## src/rtl/hashdma_csr_pkg.sv

```systemverilog
package hashdma_csr_pkg;

    localparam logic [11:0] OFF_IRQ_EN    = 12'h008;
    localparam logic [11:0] OFF_IRQ_ST    = 12'h00C;
    localparam logic [11:0] OFF_DMA_CMD   = 12'h010;
    localparam logic [11:0] OFF_LIST_BASE = 12'h014;
    localparam logic [11:0] OFF_FIFO_SWAP = 12'h040;
    localparam logic [11:0] OFF_HASH_CFG  = 12'h048;
    localparam logic [11:0] OFF_RES_BASE  = 12'h3A0;
    localparam logic [11:0] OFF_RES_FLAG  = 12'h3E4;

    localparam int CMD_START_BIT   = 0;
    localparam int CMD_RESTART_BIT = 1;

    typedef enum logic [0:0] {
        ACC_IDLE = 1'b0,
        ACC_RESP = 1'b1
    } acc_state_t;

    typedef struct packed {
        logic [3:0] algo;
        logic       hmac;
        logic       pad;
        logic       src_sel;
        logic       enable;
    } hash_cfg_t;

endpackage

```

## src/rtl/hdc_access_fsm.sv

```systemverilog
module hdc_access_fsm
    import hashdma_csr_pkg::*;
(
    input  logic clk,
    input  logic rst_n,
    input  logic req,
    input  logic wr,
    output logic accept_wr,
    output logic accept_rd,
    output logic ack
);

    acc_state_t state_q;
    acc_state_t state_d;

    always_ff @(posedge clk or negedge rst_n) begin
        if (!rst_n) begin
            state_q <= ACC_IDLE;
        end else begin
            state_q <= state_d;
        end
    end

    // T_ACCEPT: ACC_IDLE -> ACC_RESP on req; T_RETIRE: ACC_RESP -> ACC_IDLE
    always_comb begin
        state_d = state_q;
        unique case (state_q)
            ACC_IDLE: if (req) state_d = ACC_RESP;
            ACC_RESP: state_d = ACC_IDLE;
            default:  state_d = ACC_IDLE;
        endcase
    end

    always_comb begin
        accept_wr = 1'b0;
        accept_rd = 1'b0;
        ack       = 1'b0;
        unique case (state_q)
            ACC_IDLE: begin
                accept_wr = req && wr;
                accept_rd = req && !wr;
            end
            ACC_RESP: ack = 1'b1;
            default:  ack = 1'b0;
        endcase
    end

endmodule

```

## src/rtl/hdc_mask_reg.sv

```systemverilog
module hdc_mask_reg #(
    parameter int W = 8
) (
    input  logic         clk,
    input  logic         rst_n,
    input  logic         wr_en,
    input  logic [W-1:0] wval,
    input  logic [W-1:0] wmask,
    output logic [W-1:0] q
);

    for (genvar b = 0; b < W; b++) begin : g_bit
        always_ff @(posedge clk or negedge rst_n) begin
            if (!rst_n) begin
                q[b] <= 1'b0;
            end else if (wr_en && wmask[b]) begin
                q[b] <= wval[b];
            end
        end
    end

endmodule

```

## src/rtl/hdc_irq_unit.sv

```systemverilog
module hdc_irq_unit #(
    parameter int N = 7
) (
    input  logic         clk,
    input  logic         rst_n,
    input  logic         en_we,
    input  logic         st_we,
    input  logic [N-1:0] wval,
    input  logic [N-1:0] evt,
    output logic [N-1:0] enable,
    output logic [N-1:0] status,
    output logic         irq
);

    logic [N-1:0] clr_bits;

    assign clr_bits = st_we ? wval : '0;

    always_ff @(posedge clk or negedge rst_n) begin
        if (!rst_n) begin
            enable <= '0;
        end else if (en_we) begin
            enable <= wval;
        end
    end

    // an event in the same cycle as a clear leaves the bit set
    always_ff @(posedge clk or negedge rst_n) begin
        if (!rst_n) begin
            status <= '0;
        end else begin
            status <= (status & ~clr_bits) | evt;
        end
    end

    assign irq = |(status & enable);

endmodule

```

## src/rtl/hdc_result_bank.sv

```systemverilog
module hdc_result_bank #(
    parameter int WORDS = 16,
    parameter int W     = 32,
    localparam int IW   = $clog2(WORDS)
) (
    input  logic          clk,
    input  logic          rst_n,
    input  logic          load_we,
    input  logic [IW-1:0] load_idx,
    input  logic [W-1:0]  load_data,
    input  logic          load_done,
    input  logic          clr_we,
    input  logic [IW-1:0] clr_idx,
    input  logic          flag_clr,
    input  logic [IW-1:0] rd_idx,
    output logic [W-1:0]  rd_word,
    output logic          ready
);

    logic [W-1:0] words [WORDS];

    for (genvar i = 0; i < WORDS; i++) begin : g_word
        always_ff @(posedge clk or negedge rst_n) begin
            if (!rst_n) begin
                words[i] <= '0;
            end else if (load_we && (load_idx == IW'(i))) begin
                words[i] <= load_data;
            end else if (clr_we && (clr_idx == IW'(i))) begin
                words[i] <= '0;
            end
        end
    end

    assign rd_word = words[rd_idx];

    always_ff @(posedge clk or negedge rst_n) begin
        if (!rst_n) begin
            ready <= 1'b0;
        end else if (load_done) begin
            ready <= 1'b1;
        end else if (flag_clr) begin
            ready <= 1'b0;
        end
    end

endmodule

```

## src/rtl/hashdma_csr.sv

```systemverilog
module hashdma_csr
    import hashdma_csr_pkg::*;
#(
    parameter int ADDR_W    = 12,
    parameter int DATA_W    = 32,
    parameter int IRQ_SRCS  = 7,
    parameter int RES_WORDS = 16,
    parameter int FIFO_W    = 2,
    parameter int HASH_W    = 8,
    parameter int CMD_W     = 2,
    localparam int HALF     = DATA_W / 2,
    localparam int RES_IW   = $clog2(RES_WORDS),
    localparam int RES_SPAN = RES_WORDS * 4
) (
    input  logic              clk,
    input  logic              rst_n,
    input  logic              bus_req,
    input  logic              bus_wr,
    input  logic [ADDR_W-1:0] bus_addr,
    input  logic [DATA_W-1:0] bus_wdata,
    output logic [DATA_W-1:0] bus_rdata,
    output logic              bus_ack,
    input  logic [IRQ_SRCS-1:0] irq_evt,
    input  logic              res_we,
    input  logic [RES_IW-1:0] res_idx,
    input  logic [DATA_W-1:0] res_data,
    input  logic              res_done,
    output logic              irq,
    output logic              dma_start,
    output logic              dma_restart,
    output logic [DATA_W-1:0] list_base,
    output logic              swap_dout,
    output logic              swap_din,
    output logic [3:0]        hash_algo,
    output logic              hash_hmac,
    output logic              hash_pad,
    output logic              hash_src_sel,
    output logic              hash_en
);

    logic accept_wr;
    logic accept_rd;

    hdc_access_fsm u_fsm (
        .clk       (clk),
        .rst_n     (rst_n),
        .req       (bus_req),
        .wr        (bus_wr),
        .accept_wr (accept_wr),
        .accept_rd (accept_rd),
        .ack       (bus_ack)
    );

    // address decode
    logic hit_irq_en, hit_irq_st, hit_cmd, hit_list, hit_fifo, hit_hash, hit_flag;
    logic hit_res;
    logic [ADDR_W-1:0] res_off;
    logic [RES_IW-1:0] bus_res_idx;

    assign hit_irq_en = (bus_addr == ADDR_W'(OFF_IRQ_EN));
    assign hit_irq_st = (bus_addr == ADDR_W'(OFF_IRQ_ST));
    assign hit_cmd    = (bus_addr == ADDR_W'(OFF_DMA_CMD));
    assign hit_list   = (bus_addr == ADDR_W'(OFF_LIST_BASE));
    assign hit_fifo   = (bus_addr == ADDR_W'(OFF_FIFO_SWAP));
    assign hit_hash   = (bus_addr == ADDR_W'(OFF_HASH_CFG));
    assign hit_flag   = (bus_addr == ADDR_W'(OFF_RES_FLAG));

    assign res_off     = bus_addr - ADDR_W'(OFF_RES_BASE);
    assign hit_res     = (bus_addr >= ADDR_W'(OFF_RES_BASE)) &&
                         (res_off < ADDR_W'(RES_SPAN)) &&
                         (bus_addr[1:0] == 2'b00);
    assign bus_res_idx = res_off[RES_IW+1:2];

    // masked control registers
    logic [FIFO_W-1:0] fifo_q;
    logic [HASH_W-1:0] hash_q;
    hash_cfg_t         hash_cfg;

    hdc_mask_reg #(.W(FIFO_W)) u_fifo (
        .clk   (clk),
        .rst_n (rst_n),
        .wr_en (accept_wr && hit_fifo),
        .wval  (bus_wdata[FIFO_W-1:0]),
        .wmask (bus_wdata[HALF +: FIFO_W]),
        .q     (fifo_q)
    );

    hdc_mask_reg #(.W(HASH_W)) u_hash (
        .clk   (clk),
        .rst_n (rst_n),
        .wr_en (accept_wr && hit_hash),
        .wval  (bus_wdata[HASH_W-1:0]),
        .wmask (bus_wdata[HALF +: HASH_W]),
        .q     (hash_q)
    );

    assign hash_cfg     = hash_cfg_t'(hash_q);
    assign hash_algo    = hash_cfg.algo;
    assign hash_hmac    = hash_cfg.hmac;
    assign hash_pad     = hash_cfg.pad;
    assign hash_src_sel = hash_cfg.src_sel;
    assign hash_en      = hash_cfg.enable;
    assign swap_dout    = fifo_q[1];
    assign swap_din     = fifo_q[0];

    // command pulses: masked, self-clearing, never stored
    logic [CMD_W-1:0] cmd_fire;
    logic [CMD_W-1:0] cmd_q;

    for (genvar c = 0; c < CMD_W; c++) begin : g_cmd
        assign cmd_fire[c] = accept_wr && hit_cmd && bus_wdata[HALF + c] && bus_wdata[c];
        always_ff @(posedge clk or negedge rst_n) begin
            if (!rst_n) begin
                cmd_q[c] <= 1'b0;
            end else begin
                cmd_q[c] <= cmd_fire[c];
            end
        end
    end

    assign dma_start   = cmd_q[CMD_START_BIT];
    assign dma_restart = cmd_q[CMD_RESTART_BIT];

    // list base
    logic [DATA_W-1:0] list_q;

    always_ff @(posedge clk or negedge rst_n) begin
        if (!rst_n) begin
            list_q <= '0;
        end else if (accept_wr && hit_list) begin
            list_q <= bus_wdata;
        end
    end

    assign list_base = list_q;

    // interrupts
    logic [IRQ_SRCS-1:0] irq_enable;
    logic [IRQ_SRCS-1:0] irq_status;

    hdc_irq_unit #(.N(IRQ_SRCS)) u_irq (
        .clk    (clk),
        .rst_n  (rst_n),
        .en_we  (accept_wr && hit_irq_en),
        .st_we  (accept_wr && hit_irq_st),
        .wval   (bus_wdata[IRQ_SRCS-1:0]),
        .evt    (irq_evt),
        .enable (irq_enable),
        .status (irq_status),
        .irq    (irq)
    );

    // digest words and ready flag
    logic [DATA_W-1:0] res_word;
    logic              res_valid_q;

    hdc_result_bank #(.WORDS(RES_WORDS), .W(DATA_W)) u_res (
        .clk       (clk),
        .rst_n     (rst_n),
        .load_we   (res_we),
        .load_idx  (res_idx),
        .load_data (res_data),
        .load_done (res_done),
        .clr_we    (accept_wr && hit_res),
        .clr_idx   (bus_res_idx),
        .flag_clr  (accept_wr && hit_flag && bus_wdata[0]),
        .rd_idx    (bus_res_idx),
        .rd_word   (res_word),
        .ready     (res_valid_q)
    );

    // read mux and capture
    logic [DATA_W-1:0] rd_mux;
    logic [DATA_W-1:0] rdata_q;

    always_comb begin
        rd_mux = '0;
        if (hit_irq_en)      rd_mux = DATA_W'(irq_enable);
        else if (hit_irq_st) rd_mux = DATA_W'(irq_status);
        else if (hit_list)   rd_mux = list_q;
        else if (hit_fifo)   rd_mux = DATA_W'(fifo_q);
        else if (hit_hash)   rd_mux = DATA_W'(hash_q);
        else if (hit_flag)   rd_mux = DATA_W'(res_valid_q);
        else if (hit_res)    rd_mux = res_word;
    end

    always_ff @(posedge clk or negedge rst_n) begin
        if (!rst_n) begin
            rdata_q <= '0;
        end else if (accept_rd) begin
            rdata_q <= rd_mux;
        end
    end

    assign bus_rdata = rdata_q;

endmodule

```

## config.mk

```make
export PLATFORM = sky130hd
export DESIGN_NAME = hashdma_csr
export DESIGN_NICKNAME = d
export VERILOG_FILES = /design/src/rtl/hashdma_csr_pkg.sv /design/src/rtl/hdc_access_fsm.sv /design/src/rtl/hdc_mask_reg.sv /design/src/rtl/hdc_irq_unit.sv /design/src/rtl/hdc_result_bank.sv /design/src/rtl/hashdma_csr.sv
export SDC_FILE = /design/constraint.sdc
export NUM_CORES = 1
export LEC_CHECK = 0
export ABC_CLOCK_PERIOD_IN_PS = 4300
export BUFFER_PORTS_ARGS = -buffer_cell sky130_fd_sc_hd__buf_4
export CELL_PAD_IN_SITES_DETAIL_PLACEMENT = 1
export CELL_PAD_IN_SITES_GLOBAL_PLACEMENT = 1
export CORE_UTILIZATION = 55
export CTS_CLUSTER_SIZE = 14
export DETAILED_ROUTE_END_ITERATION = 8
export PLACE_DENSITY_LB_ADDON = 0.1
export RECOVER_POWER = 25
export SYNTH_ARGS = -nofsm -noshare
export SYNTH_HDL_FRONTEND = slang
export SYNTH_SLANG_ARGS = --single-unit
```

## constraint.sdc

```tcl
create_clock -name clk -period 4.3 [get_ports clk]
set_input_delay 0.43 -clock clk [delete_from_list [all_inputs] [get_ports clk]]
set_output_delay 0.43 -clock clk [all_outputs]
set_load 0.03 [all_outputs]
```

==> impl_metrics.toml, run 1 <==
[die]
die_h_um = 221.1
start_util = 0.5625
coreArea_sq_um = 46950
die_x_um = 221.1
die_area_sq_um = 48900
ios = 171
rows = 79

[route]
drc = 0
antenna_left = 0
drtIter0Drc = 2227
drt-wirelength-per-cell_um = 35.80
vias_per_cell = 7.528
num_vias = 19260
drt_pass1_iterations = 5
wl_um = 91620

[global_route]
grt-ovfl-total = 0
grt_pass1_vias = 20490
grt_pass1_wl_um = 139800
antenna_found_initial = 3
grt_max_degree = 111
track_usage = 0.3836

[worst_hold_path]
hp-class = "input pin to flip-flop"

[flow_run]
max_cap_viol_count = 2

[critical_path]
max_stage_delay_ns = 1.30
crit_slowest_cell = "clkbuf_2"
end_kind = "flip-flop"
cp_max_fo = 35
start_kind = "input pin"
path_class = "input pin to flip-flop"
cp.required_ns = 4.85
cp_data_arrival_time_ns = 3.76
worstPathCellList = "buf_4 > clkbuf_2 > nor2_1 > a31oi_4 > buf_12 > a22o_1"

[timing]
worst_slew_pin_slew_ns = 2.766
finalSetupTns_ns = 0
slew_headroom = -0.8437
finalSetupViolCount = 0
layout_min_cycle_time_ns = 3.211
fin_skew_ns = 0.02153
hold_viol_final = 0
clock.fmax_mhz = 311.4
rsz0062_at_grt = "no"
drv_slew = 130
period_share = 0.7467

[logic_synthesis]
yosysTopAreaCell = "dfrtp_1"
ys_top_cells_by_area = "dfrtp_1 57%, a22o_1 17%, mux4_2 13%"
synth_top_family_by_area = "compound AO/OA/AOI/OAI gates"
muxShareOfSynthArea = 0.1618
ys_types = 56
synth_warnings = 0
synthesis.area_sq_um = 26410
synth_xor_area_frac = 0
yosysSeqAreaShare = 0.5723
synthCells = 1819
yosys.area_share.simple = 0.02639
yosys-top-cells-count = "604 x dfrtp_1, 513 x a22o_1, 158 x mux4_2"
synth_edf_count = 0
synth-async-reset-ratio = 1.000
synth_ff_type = "dfrtp_1"
synth.avg_cell_area_sq_um = 14.52
synth_top_area_frac = 0.5723
synth-compound-area-share = 0.1989
ys_seq_elements = 604
synthAdderAreaFrac = 0.0004738
synth.most_common_cell = "dfrtp_1"
syn-num-nets = 1913

[layout]
utilization = 0.6516
final_layout_size_suffix_gt1_frac = 0.2969
final.fill_count = 4165
multi_input_area_sq_um = 10570
final_nets = 1993
regArea_sq_um = 15110
area_growth_syn_to_layout_pct = 15.84
finalInstanceArea_sq_um = 30590
fin_cells = 2559

[placement]
dp_cells = 2436
routabilityCongestion = 0.8907
dp.final_hpwl_um = 51110
port_buffers = 170
post_dp_cell_area_sq_um = 28390

[power]
peakVddDrop_mv = 0.4664
fin_total_pwr_uw = 15560
power_density_nw_per_um2 = 508.5
power.leakage_uw = 0.01438

[clock_network]
cts_sinks = 604
cts_max_path_buffers = 3
cts_tree = "built"
clk_pin_slew_ns = 0.06
root_buffer = "clkbuf_16"
htree_levels = 2
cts_resized = 0
clock_latency_ns = 0.65
cts_buffers = 61

[outcome]
status = "finished, violations left"
violations = "max-capacitance violations, max-slew violations"
## registers in the layout, summed over array words and instances, names as in the netlist
register	count
u_res.ready	1
dma_start	1
u_fifo.q	2
u_irq.enable	7
list_base	32
u_res.words	512
u_irq.status	7
u_hash.q	8
u_fsm.state_q	1
dma_restart	1
bus_rdata	32
## path summary, 6_finish.rpt
| kind | from | end | slack [ns] | depth (start not counted) |
|---|---|---|---|---|
| max reg2reg | u_fsm.state_q$_DFF_PN0_ | u_res.words[311]$_DFFE_PN0P_ | 1.40 | 7 |
| min | res_done | u_res.ready$_DFFE_PN0P_ | 0.02 | 2 |
| min reg2reg | u_res.words[430]$_DFFE_PN0P_ | u_res.words[430]$_DFFE_PN0P_ | 0.50 | 1 |
| max | bus_addr[5] | u_res.words[50]$_DFFE_PN0P_ | 1.09 | 6 |
| max in group asynchronous | rst_n | u_res.words[402]$_DFFE_PN0P_ | 1.42 | 3 |
| min in group asynchronous | rst_n | u_res.words[485]$_DFFE_PN0P_ | 1.18 | 2 |
## power by group
part	switching, uW	internal, uW
logic	1090	1390
registers	663	6680
clock network	2330	3400
## logic make-up after synthesis
kind of cell / Yosys count
buf+inv: 248
simple gates: 128
compound gates: 626
flops: 604
mux: 212
fa+ha+maj: 1
## through the flow
stage               setup WS, ns  hold WS [ns]
CTS                        1.511      0.001947
global route              0.9665       0.01374
floorplan                  1.759        0.1344
finish                     1.089       0.01738
global placement           1.209        0.4771
detailed placement         1.113        0.4760
## critical path: cells and delay by family
| family | cells | cell delay, ns |
|---|---|---|
| buf+inv | 3 | 1.72 |
| compound gates | 2 | 1.03 |
| simple gates | 1 | 0.53 |
## what timing repair did
| item | CTS | global route |
|---|---|---|
| hold buffers | 7 | 0 |
| hold endpoints to repair | 97 | 0 |
| setup endpoints to repair | 0 | 0 |
| buffers inserted | 0 | 0 |
## layout make-up
| type | count | share of cell area |
|---|---|---|
| clock inverter | 24 | 0.01174 |
| multi-input combinational | 967 | 0.3455 |
| clock buffer | 90 | 0.05836 |
| timing repair buffer | 235 | 0.06167 |
| inverter | 30 | 0.003681 |
| sequential | 604 | 0.4940 |
| antenna | 2 | 0.0001636 |
| tap | 607 | 0.02482 |
## cells in the final DEF, fill, tap and decap left out, types with 16 or more instances in the layout
cell       instances
dfrtp_1          604
a22o_1           513
buf_4            216
mux4_2           158
clkbuf_16         61
nand2_1           39
inv_1             30
mux2_4            30
a22oi_1           28
nand3_1           19
mux2_2            19
o21ai_0           18
clkbuf_8          16
## per-layer routing
layer,GRT usage,vias to the layer above,part of all wire
li1,-,7301,-
met1,0.5199,10480,0.39
met2,0.5986,1249,0.47
met3,0.09614,235,0.098
met4,0.1563,2,0.042
met5,0,-,0.00014
(Power assumes the default switching activity.)
==> run 2, diff against run 1 <==
--- a/config.mk
+++ b/config.mk
@@ -5,11 +5,11 @@
 export SDC_FILE = /design/constraint.sdc
 export NUM_CORES = 1
 export LEC_CHECK = 0
-export ABC_CLOCK_PERIOD_IN_PS = 4300
+export ABC_CLOCK_PERIOD_IN_PS = 2800
 export BUFFER_PORTS_ARGS = -buffer_cell sky130_fd_sc_hd__buf_4
 export CELL_PAD_IN_SITES_DETAIL_PLACEMENT = 1
 export CELL_PAD_IN_SITES_GLOBAL_PLACEMENT = 1
-export CORE_UTILIZATION = 55
+export CORE_UTILIZATION = 46
 export CTS_CLUSTER_SIZE = 14
 export DETAILED_ROUTE_END_ITERATION = 8
 export PLACE_DENSITY_LB_ADDON = 0.1
==> constraint.sdc (replaced) <==
create_clock -name clk -period 2.8 [get_ports clk]
set_input_delay 0.28 -clock clk [delete_from_list [all_inputs] [get_ports clk]]
set_output_delay 0.28 -clock clk [all_outputs]
set_load 0.03 [all_outputs]
==> run 2 against run 1 <==
Compared with the run above: the run still ends with max-capacitance violations, max-slew violations left; wire length is 1.6% lower; die area is 19% higher; sequential power is 53% higher; final area is 3.9% higher; cell count is 9.6% higher; critical path depth is 2 higher; critical path type is now flip-flop to flip-flop; largest cell class unchanged.
==> impl_metrics.toml, run 2 (synthesis gave the netlist of run 1 again) <==
[route]
drt_pass1_iterations = 5
drt-wirelength-per-cell_um = 32.15
antenna_left = 0
drtIter0Drc = 1717
vias_per_cell = 6.728
wl_um = 90160
drc = 0
num_vias = 18870

[critical_path]
r2r_cells = 8
start_kind = "flip-flop"
r2r_slack_ns = 0.30
cp_max_fo = 23
timing.rr.start = "u_fsm.state_q$_DFF_PN0_"
cp_data_arrival_time_ns = 2.99
r2r-end = "u_res.words[303]$_DFFE_PN0P_"
crit_start = "u_fsm.state_q$_DFF_PN0_"
crit_end = "u_res.words[303]$_DFFE_PN0P_"
cp.required_ns = 3.29
end_kind = "flip-flop"
path_class = "flip-flop to flip-flop"

[global_route]
grt_pass1_vias = 20310
grt_max_degree = 89
grt_pass1_wl_um = 138800
antenna_found_initial = 1
grt-ovfl-total = 0
track_usage = 0.3160

[timing]
slew_headroom = -0.4640
hold_viol_final = 0
clock.fmax_mhz = 399.5
drv_slew = 65
rsz0062_at_grt = "no"
fin_hold_ws_ns = 0.05057
finalSetupTns_ns = 0
finalSetupViolCount = 0
fin_skew_ns = 0.02609
layout_min_cycle_time_ns = 2.503
period_share = 0.8939
worst_slew_pin_slew_ns = 2.196

[layout]
fin_cells = 2804
largest_register_ffs = 512
final_layout_size_suffix_gt1_frac = 0.3117
regMostFlops = "u_res.words"
multi_input_area_sq_um = 10580
final_cell_mix = "604 x dfrtp_1, 513 x a22o_1, 250 x buf_4, 158 x mux4_2, 68 x clkbuf_16"
final_nets = 2090
utilization = 0.5615
regArea_sq_um = 15110
mostFrequentLayoutCell = "dfrtp_1"
area_growth_syn_to_layout_pct = 20.33
final.fill_count = 5277

[power]
peakVddDrop_mv = 0.6087
fin_total_pwr_uw = 23920
power.leakage_uw = 0.01490
power_density_nw_per_um2 = 752.8

[die]
start_util = 0.4666
ios = 171
die_x_um = 241.6
die_area_sq_um = 58380
rows = 87
coreArea_sq_um = 56600
die_h_um = 241.6

[clock_network]
clock_latency_ns = 0.62
cts_sinks = 604
cts_buffers = 67
root_buffer = "clkbuf_16"
cts_tree = "built"
cts_max_path_buffers = 3
cts_setup_buffers = 0
clk_pin_slew_ns = 0.06
htree_levels = 3

[worst_hold_path]
hp-class = "input pin to flip-flop"
hold_start = "res_data[23]"
hold-path-cell-count = 2

[placement]
dp.final_hpwl_um = 55310
port_buffers = 170
routabilityCongestion = 0.8617
dp_cells = 2636

[flow_run]
max_cap_viol_count = 1

[outcome]
status = "finished, violations left"
violations = "max-capacitance violations, max-slew violations"
run 2: changes by cell type in the layout (fill, tap and decap cells not counted), sizes merged:
cell and delta:
dlygate4sd3 +40, bufinv -6, clkinv +4, buf +49, diode -1, inv +3
clkinvlp -1, clkbuf +8
run 2: where the power goes:
group / leakage [uW] / switching (uW) / total (uW) / internal [uW]
clock network: 0.00110 / 3670 / 8850 / 5180
logic: 0.00606 / 1650 / 3860 / 2210
registers: 0.00774 / 945 / 11200 / 10300
run 2: worst min path at each step:
stage / endpoint / slack (ns)
6_report: u_res.words[183]$_DFFE_PN0P_ / 0.05
5_1_grt: u_res.words[255]$_DFFE_PN0P_ / 0.05
4_1_cts: u_res.words[320]$_DFFE_PN0P_ / 0.02
3_5_place_dp: u_res.words[99]$_DFFE_PN0P_ / 0.32
3_3_place_gp: u_res.words[165]$_DFFE_PN0P_ / 0.32
2_1_floorplan: bus_rdata[0]$_DFFE_PN0P_ / -0.02
run 2: repair_timing:
action / in CTS / in global routing
resized for setup: 0 / 0
hold buffers: 47 / 0
hold endpoints to repair: 118 / 0
run 2: routing by layer:
metal | wire [um] | GRT usage | vias up
met5 | 0 | 0 | -
met4 | 2414 | 0.09254 | 0
met3 | 6346 | 0.05794 | 157
met2 | 43540 | 0.5012 | 852
met1 | 37860 | 0.4464 | 10340
li1 | - | - | 7522
run 2: stage by stage:
step                      setup WS (ns)  cell area [sq um]
final                            0.2970              31780
after floorplan                  0.4092              26410
after detailed placement        0.03488              29150
after global routing             0.1263              31780
after global placement           0.1011              29150
after CTS                        0.2895              31810
run 2: critical path, cell delays in order (launching register included):
cell and delay [ns]:
dfrtp_1 0.40, nor2b_1 0.21, nand2_1 0.20, nor4_4 0.40, buf_12 0.21, buf_4 0.28, a31oi_4 0.12, buf_4 0.31
a22o_1 0.24
run 2: layout make-up:
cell class / count / share of cell area
flip-flops and latches: 604 / 0.4756
multi-input cells: 967 / 0.3328
repair buffers: 326 / 0.08921
clock buffers: 96 / 0.06189
well taps: 756 / 0.02976
clock inverters: 24 / 0.007087
inverters: 30 / 0.003543
diodes: 1 / 0.00007874
